===== src/rtl/mbc_pkg.sv =====
package mbc_pkg;
  parameter int ADDR_W = 17;
  parameter int DATA_W = 8;
  localparam int HI_W  = ADDR_W - DATA_W;

  typedef struct packed {
    logic              wr;
    logic [ADDR_W-1:0] addr;
    logic [DATA_W-1:0] wdata;
  } mbc_req_t;

  typedef enum logic [1:0] {
    SEG_LATCH  = 2'd0,
    SEG_HOLD   = 2'd1,
    SEG_STROBE = 2'd2,
    SEG_TAIL   = 2'd3
  } mbc_seg_e;
endpackage


===== src/rtl/mbc_slot.sv =====
module mbc_slot
  import mbc_pkg::*;
(
  input  logic     clk,
  input  logic     rst_n,
  input  logic     req_i,
  input  mbc_req_t req_data_i,
  input  logic     launch_i,
  output logic     pend_o,
  output mbc_req_t cur_nxt_o
);
  logic     pend_q, pend_d;
  logic     accept;
  mbc_req_t hold_q;
  mbc_req_t cur_q;

  // slot refills in the same edge it launches; otherwise a full slot drops
  always_comb begin
    accept = req_i && (!pend_q || launch_i);
    pend_d = pend_q;
    if (launch_i) pend_d = 1'b0;
    if (accept)   pend_d = 1'b1;
    cur_nxt_o = launch_i ? hold_q : cur_q;
  end

  always_ff @(posedge clk or negedge rst_n) begin
    if (!rst_n) begin
      pend_q <= 1'b0;
      hold_q <= '0;
      cur_q  <= '0;
    end else begin
      pend_q <= pend_d;
      if (accept)   hold_q <= req_data_i;
      if (launch_i) cur_q  <= hold_q;
    end
  end

  assign pend_o = pend_q;
endmodule


===== src/rtl/mbc_seq.sv =====
module mbc_seq
  import mbc_pkg::*;
#(
  parameter int LATCH_PH = 3,
  parameter int HOLD_PH  = 1,
  parameter int STB_PH   = 3,
  parameter int TAIL_PH  = 1
) (
  input  logic     clk,
  input  logic     rst_n,
  input  logic     pend_i,
  output logic     launch_o,
  output logic     act_nxt_o,
  output mbc_seg_e seg_nxt_o,
  output logic     capture_o,
  output logic     done_nxt_o
);
  localparam int MAX_A = (LATCH_PH > HOLD_PH) ? LATCH_PH : HOLD_PH;
  localparam int MAX_B = (STB_PH > TAIL_PH) ? STB_PH : TAIL_PH;
  localparam int MAXPH = (MAX_A > MAX_B) ? MAX_A : MAX_B;
  localparam int CW    = $clog2(MAXPH + 1);
  localparam logic [CW-1:0] LATCH_LAST = CW'(LATCH_PH - 1);
  localparam logic [CW-1:0] HOLD_LAST  = CW'(HOLD_PH - 1);
  localparam logic [CW-1:0] STB_LAST   = CW'(STB_PH - 1);
  localparam logic [CW-1:0] TAIL_LAST  = CW'(TAIL_PH - 1);

  logic          act_q, act_d;
  mbc_seg_e      seg_q, seg_d;
  logic [CW-1:0] cnt_q, cnt_d;
  logic [CW-1:0] seg_last;
  logic          at_end;

  always_comb begin
    case (seg_q)
      SEG_LATCH:  seg_last = LATCH_LAST;
      SEG_HOLD:   seg_last = HOLD_LAST;
      SEG_STROBE: seg_last = STB_LAST;
      default:    seg_last = TAIL_LAST;
    endcase
  end

  always_comb begin
    at_end   = act_q && (seg_q == SEG_TAIL) && (cnt_q == TAIL_LAST);
    launch_o = pend_i && (!act_q || at_end);
    act_d    = act_q;
    seg_d    = seg_q;
    cnt_d    = cnt_q;
    if (launch_o) begin
      act_d = 1'b1;
      seg_d = SEG_LATCH;
      cnt_d = '0;
    end else if (act_q) begin
      if (at_end) begin
        act_d = 1'b0;
      end else if (cnt_q == seg_last) begin
        seg_d = mbc_seg_e'(seg_q + 2'd1);
        cnt_d = '0;
      end else begin
        cnt_d = cnt_q + 1'b1;
      end
    end
  end

  always_ff @(posedge clk or negedge rst_n) begin
    if (!rst_n) begin
      act_q <= 1'b0;
      seg_q <= SEG_TAIL;
      cnt_q <= '0;
    end else begin
      act_q <= act_d;
      seg_q <= seg_d;
      cnt_q <= cnt_d;
    end
  end

  assign act_nxt_o  = act_d;
  assign seg_nxt_o  = seg_d;
  assign capture_o  = act_q && (seg_q == SEG_STROBE) && (cnt_q == STB_LAST);
  assign done_nxt_o = act_d && (seg_d == SEG_TAIL) && (cnt_d == '0);
endmodule


===== src/rtl/mbc_pins.sv =====
module mbc_pins
  import mbc_pkg::*;
(
  input  logic              clk,
  input  logic              rst_n,
  input  logic              act_nxt_i,
  input  mbc_seg_e          seg_nxt_i,
  input  mbc_req_t          cur_nxt_i,
  input  logic              capture_i,
  input  logic              done_nxt_i,
  input  logic [DATA_W-1:0] ad_i,
  output logic [DATA_W-1:0] ad_o,
  output logic              ad_oe,
  output logic [HI_W-1:0]   a_hi,
  output logic              ale,
  output logic              rd_n,
  output logic              wr_n,
  output logic [DATA_W-1:0] rdata,
  output logic              done
);
  logic              addr_seg;
  logic              strobe;
  logic              ale_d, rd_n_d, wr_n_d, oe_d;
  logic [DATA_W-1:0] out_d;
  logic              take_rd;

  always_comb begin
    addr_seg = (seg_nxt_i == SEG_LATCH) || (seg_nxt_i == SEG_HOLD);
    strobe   = act_nxt_i && (seg_nxt_i == SEG_STROBE);
    ale_d    = act_nxt_i && (seg_nxt_i == SEG_LATCH);
    rd_n_d   = !(strobe && !cur_nxt_i.wr);
    wr_n_d   = !(strobe && cur_nxt_i.wr);
    oe_d     = act_nxt_i && (addr_seg || cur_nxt_i.wr);
    out_d    = addr_seg ? cur_nxt_i.addr[DATA_W-1:0] : cur_nxt_i.wdata;
    take_rd  = capture_i && !cur_nxt_i.wr;
  end

  always_ff @(posedge clk or negedge rst_n) begin
    if (!rst_n) begin
      ale   <= 1'b0;
      rd_n  <= 1'b1;
      wr_n  <= 1'b1;
      ad_oe <= 1'b0;
      ad_o  <= '0;
      a_hi  <= '0;
      rdata <= '0;
      done  <= 1'b0;
    end else begin
      ale   <= ale_d;
      rd_n  <= rd_n_d;
      wr_n  <= wr_n_d;
      ad_oe <= oe_d;
      done  <= done_nxt_i;
      a_hi  <= cur_nxt_i.addr[ADDR_W-1:DATA_W];
      if (oe_d)    ad_o  <= out_d;
      if (take_rd) rdata <= ad_i;
    end
  end
endmodule


===== src/rtl/mbc_ctrl.sv =====
module mbc_ctrl
  import mbc_pkg::*;
#(
  parameter int LATCH_PH = 3,
  parameter int HOLD_PH  = 1,
  parameter int STB_PH   = 3,
  parameter int TAIL_PH  = 1
) (
  input  logic              clk,
  input  logic              rst_n,
  input  logic              cpu_req,
  input  logic              cpu_wr,
  input  logic [ADDR_W-1:0] cpu_addr,
  input  logic [DATA_W-1:0] cpu_wdata,
  output logic              cpu_done,
  output logic [DATA_W-1:0] cpu_rdata,
  output logic [DATA_W-1:0] bus_ad_o,
  input  logic [DATA_W-1:0] bus_ad_i,
  output logic              bus_ad_oe,
  output logic [HI_W-1:0]   bus_a_hi,
  output logic              bus_ale,
  output logic              bus_rd_n,
  output logic              bus_wr_n
);
  logic     rst_meta, rst_n_sync;
  mbc_req_t req_data;
  mbc_req_t cur_nxt;
  logic     pend, launch, act_nxt, capture, done_nxt;
  mbc_seg_e seg_nxt;

  always_ff @(posedge clk or negedge rst_n) begin
    if (!rst_n) begin
      rst_meta   <= 1'b0;
      rst_n_sync <= 1'b0;
    end else begin
      rst_meta   <= 1'b1;
      rst_n_sync <= rst_meta;
    end
  end

  assign req_data = '{wr: cpu_wr, addr: cpu_addr, wdata: cpu_wdata};

  mbc_slot u_slot (
    .clk        (clk),
    .rst_n      (rst_n_sync),
    .req_i      (cpu_req),
    .req_data_i (req_data),
    .launch_i   (launch),
    .pend_o     (pend),
    .cur_nxt_o  (cur_nxt)
  );

  mbc_seq #(
    .LATCH_PH (LATCH_PH),
    .HOLD_PH  (HOLD_PH),
    .STB_PH   (STB_PH),
    .TAIL_PH  (TAIL_PH)
  ) u_seq (
    .clk        (clk),
    .rst_n      (rst_n_sync),
    .pend_i     (pend),
    .launch_o   (launch),
    .act_nxt_o  (act_nxt),
    .seg_nxt_o  (seg_nxt),
    .capture_o  (capture),
    .done_nxt_o (done_nxt)
  );

  mbc_pins u_pins (
    .clk        (clk),
    .rst_n      (rst_n_sync),
    .act_nxt_i  (act_nxt),
    .seg_nxt_i  (seg_nxt),
    .cur_nxt_i  (cur_nxt),
    .capture_i  (capture),
    .done_nxt_i (done_nxt),
    .ad_i       (bus_ad_i),
    .ad_o       (bus_ad_o),
    .ad_oe      (bus_ad_oe),
    .a_hi       (bus_a_hi),
    .ale        (bus_ale),
    .rd_n       (bus_rd_n),
    .wr_n       (bus_wr_n),
    .rdata      (cpu_rdata),
    .done       (cpu_done)
  );
endmodule


===== config.mk =====
export PLATFORM = sky130hd
export DESIGN_NAME = mbc_ctrl
export DESIGN_NICKNAME = d
export VERILOG_FILES = /design/src/rtl/mbc_pkg.sv /design/src/rtl/mbc_slot.sv /design/src/rtl/mbc_seq.sv /design/src/rtl/mbc_pins.sv /design/src/rtl/mbc_ctrl.sv
export SDC_FILE = /design/constraint.sdc
export NUM_CORES = 1
export LEC_CHECK = 0
export ABC_CLOCK_PERIOD_IN_PS = 4450
export BUFFER_PORTS_ARGS = -buffer_cell sky130_fd_sc_hd__buf_2
export CAP_MARGIN = 20
export CORE_MARGIN = 10
export CORE_UTILIZATION = 59
export DETAILED_ROUTE_END_ITERATION = 8
export GPL_ROUTABILITY_DRIVEN = 0
export GPL_TIMING_DRIVEN = 0
export PLACE_DENSITY = 0.92
export SLEW_MARGIN = 15
export SYNTH_ARGS = -nofsm -noshare
export SYNTH_HDL_FRONTEND = slang
export SYNTH_HIERARCHICAL = 1
export SYNTH_SLANG_ARGS = --single-unit

===== constraint.sdc =====
create_clock -name clk -period 4.45 [get_ports clk]
set_clock_uncertainty 0.15 [all_clocks]
set_input_delay 0.445 -clock clk [delete_from_list [all_inputs] [get_ports clk]]
set_output_delay 0.445 -clock clk [all_outputs]
set_load 0.1 [all_outputs]

After elaboration in Yosys (flattened, before gate mapping)
Index checks and enable logic that the tools add are counted.

Register bits after elaboration: 90. Logic and storage cells: 74. Bits of input ports: 37. Output and inout bits: 30.

Reductions and logical operators: 29. Equality and inequality tests: 7. Multiplexer cells: 16. Add/sub/neg operators: 2.

Operator list (number): $mux 26 (1); $mux 2 (9); $logic_and 1x1->1 (14); $eq 2x2->1 const B (5); $logic_not 2->1 (4); $mux 8 (1); $logic_not 1->1 (5); $mux 1 (5); $add 2x1->2 const B (2); $logic_or 1x1->1 (4); $eq 2x1->1 const B (1); $eq 2x2->1 (1); $reduce_bool 2->1 (1); $reduce_or 2->1 (1).

Depth between registers and ports, before layout
Depth after elaboration: 12. Mapped depth: 10. Gate-level depth less buffers: 8.

Modules after synthesis
The synthesis kept the hierarchy.

Modules (own cells, without submodules): mbc_slot (cells each 113, seq. area each 1326.3 µm², area each 2058.2 µm², instances 1); mbc_pins (cells each 76, seq. area each 753.2 µm², area each 1092.3 µm², instances 1); mbc_seq (cells each 37, seq. area each 127.6 µm², area each 361.6 µm², instances 1); mbc_ctrl (cells each 3, seq. area each 50.0 µm², area each 53.8 µm², instances 1).

Least setup slack after synthesis
Ideal clock, no wire load.

Path kind: reg2reg. From: reg u_seq.cnt_q[0]. To: reg u_pins.rdata[0]. Period minus slack after synthesis: 2.524 ns. Buffers on the path: 3. Cell stages (with the launch flop): 11. Data required time: 4.174 ns. Library setup time: 0.126 ns. Arrival: 2.247 ns. Slack: 1.926 ns. Cells stage by stage: dfrtp_1 clkbuf_1 inv_1 ha_1 a21bo_2 and2_1 buf_4 mux2_2 nor2b_1 buf_6 mux2_4.

RTL lines: start, declared (RTL line mbc_seq.sv:29) `logic [CW-1:0] cnt_q, cnt_d;`; start signal, assigned (RTL line mbc_seq.sv:72) `cnt_q <= cnt_d;`; end signal, assigned (RTL line mbc_pins.sv:56) `if (take_rd) rdata <= ad_i;`; end, declared (RTL line mbc_pins.sv:18) `output logic [DATA_W-1:0] rdata,`.

==> out/summary.txt <==
Status: finished, final reports clean
Slew margin rel.: 64.8%
Sum Neg Setup Slack: 0 ns
Clock buffers created by TritonCTS: 9
CTS Buffer Depth: 2
Flops & latches, synth: 90
Root Driver: clkbuf_8
Clk slew on worst S/H paths: 0.09 ns
Post-Synth XOR/XNOR Area: 0.246%
Placeable Area: 0.00589 mm^2
Worst-Margin Slew: 0.528 ns
Final antenna-violating net count: 0
Final Hold Viols: 0
Avg Cell Area, Syn: 15.6 um^2
# IOs: 67
Syn Nets: 270
Die Y: 97.7 um
Initial antenna violation count: 0
Global-route wire length before repair: 11.7 mm
GRT Residual Overflow: 0
RSZ-0062 raised after global routing: false
Synth Area in Adders: 1.40%
Final setup vio count: 0
Max frequency: 0.356 GHz
Worst-path cell chain: clkbuf_1 > inv_1 > ha_1 > a21bo_2 > and2_1 > buf_4 > mux2_2 > nor2b_1 > buf_6 > mux2_4
NumNets Final: 349
EDFF count, synth: 0
DR vias/cell: 5.41
Tot GR Track Use: 15.1%
Layout cells sized above 1: 52.7%
R2R Setup Slk: 1.64 ns
CP max FO: 10
Chip Width: 97.7 um
Post_cts resized: 0
Largest net degree at the start of global routing: 50
Total Wirelength: 6.87 mm
Initial core utilization: 60.6%
Most frequent cell after synthesis: dfrtp_1
Buf/Inv on CP: 4
Post-synthesis simple-gate area fraction: 3.40%
CP max stage cell: dfrtp_1
Fin util: 72.0%
Yosys top cell by area: dfrtp_1
Commonest cells post-synth: dfrtp_1, mux2_2, mux2_4
Clk Latency, worst-skew pair: 0.35 ns
CP delay by family, top: buffers and inverters
Slew Limit Fails: 0
Largest family of logic cells by synthesized area: multiplexers
Element type at the critical path start: register
Final antenna diode count: 0
DR vias: 2100
Period utilization: 63.1%
Layout area overhead: 18.8%
Ys flop type: dfrtp_1
Compound-Gate Fraction of Synth Area: 7.02%
# clock sinks: 90
Syn Inst Count: 229
Syn Std Cell Area: 0.00357 mm^2
Initial detailed-routing violation count: 56
Wire per inst: 17.7 um
Max Used Layer: met4
Vias in the first global route: 2353
Placed Area: 0.00402 mm^2
CTS H-tree lvls: 3
Row count: 28
Drt drc: 0
WP data required: 4.54 ns
I/O Buffers: 66
Async S/R FF share, synth: 100%
Hold/Removal Path Class: register to async pin
Mux cell area share after synthesis: 21.9%
Finished Cell Area: 0.00424 mm^2
Synth top area cells: dfrtp_1, mux2_4, mux2_2
WP data arrival: 2.89 ns
Die footprint: 0.00955 mm^2
Final Hold Slack: 0.164 ns
Met3 wire len: 446 um
Met1 Routed Length: 3.01 mm
Worst setup EP type: register
CTS tree: yes
Filler cells: 391
Met2 wire length: 3.29 mm
Dpl hpwl: 4.94 mm
Crit-path max cell delay: 0.34 ns
Sequential area share after synthesis: 63.3%
Synth top area share: 60.4%
Distinct cell type count of the synthesized netlist: 38
Drt pass-1 iters: 4
YS warnings: 6
Critical path type: register to register
Maxcap violations: 0
Final Critical Period: 2.81 ns
-- sequential cells by signal (all words and copies together), names as in the netlist --
signal	flops
u_pins/done	1
rst_meta	1
u_seq/seg_q	2
u_seq/cnt_q	2
rst_n_sync	1
u_pins/ale	1
u_pins/a_hi	9
u_slot/pend_o	1
u_pins/rdata	8
u_pins/wr_n	1
u_seq/act_q	1
u_slot/cur_q	26
u_pins/rd_n	1
u_slot/hold_q	26
u_pins/ad_o	8
u_pins/ad_oe	1
-- cell families (layout without fill, tap and decap cells) --
group / Yosys count / count (layout)
AO/OA/AOI/OAI: 37 / 37
XOR/XNOR: 1 / 1
adder cells (fa/ha/maj): 4 / 4
buffers and inverters: 16 / 100
flip-flops: 90 / 90
multiplexers: 60 / 60
other: 1 / 1
AND/OR/NAND/NOR: 20 / 20
-- per-stage QoR --
step / std cells / setup WS [ns]
CTS: 388 / 1.65
floorplan: 229 / 1.61
global placement: 370 / 0.833
global route: 388 / 1.48
finish: 388 / 1.64
detailed placement: 371 / 1.67
-- routing by layer --
| metal | GRT usage, % | vias up |
|---|---|---|
| li1 | - | 971 |
| met1 | 18.1 | 1068 |
| met2 | 23.7 | 52 |
| met3 | 4.93 | 9 |
| met4 | 8.05 | 0 |
| met5 | 0 | - |
-- cell usage in the layout (no fill, tap or decap), types with 2 or more instances in the layout --
master      netlist  routed
dfrtp_1          86      85
buf_2             6      72
mux2_2           32      32
mux2_4           28      28
o22ai_1          16      16
clkbuf_8          0      10
a21oi_1           9       9
inv_1             5       5
nor2_1            4       4
dfstp_2           4       4
ha_1              4       4
clkinvlp_4        0       3
nand2b_1          3       3
buf_6             3       3
nor2b_1           2       2
nand3_1           2       2
nand2_1           2       2
-- area by class of cell --
class                      instances  area (um^2)  area share (%)
inverter                           5         18.8           0.443
timing repair buffer              68          368            8.69
buffer                            11         75.1            1.77
multi-input combinational        123         1210            28.7
clock inverter                     6         66.3            1.57
sequential                        90         2260            53.4
clock buffer                      10          138            3.25
tap                               75         93.8            2.22
-- timing repair --
| action | in CTS | in global routing |
|---|---|---|
| endpoints found under the hold margin | 2 | 0 |
| setup buffers | 0 | 0 |
| hold buffers | 1 | 0 |
-- path summary, 6_finish.rpt --
path                                     to  depth (start not counted)            from
max                         u_pins/rdata[1]                         10  u_seq/cnt_q[0]
min                          u_seq/cnt_q[0]                          0      rst_n_sync
max reg2reg                 u_pins/rdata[1]                         10  u_seq/cnt_q[0]
min reg2reg                  u_seq/cnt_q[0]                          0      rst_n_sync
max in group asynchronous    u_seq/seg_q[1]                          1      rst_n_sync
min in group clk           u_slot/hold_q[7]                          2    cpu_wdata[7]
Power is left out: the tool's default activity adds up to more than one toggle a clock period on the data nets, which glitch-free logic cannot reach.
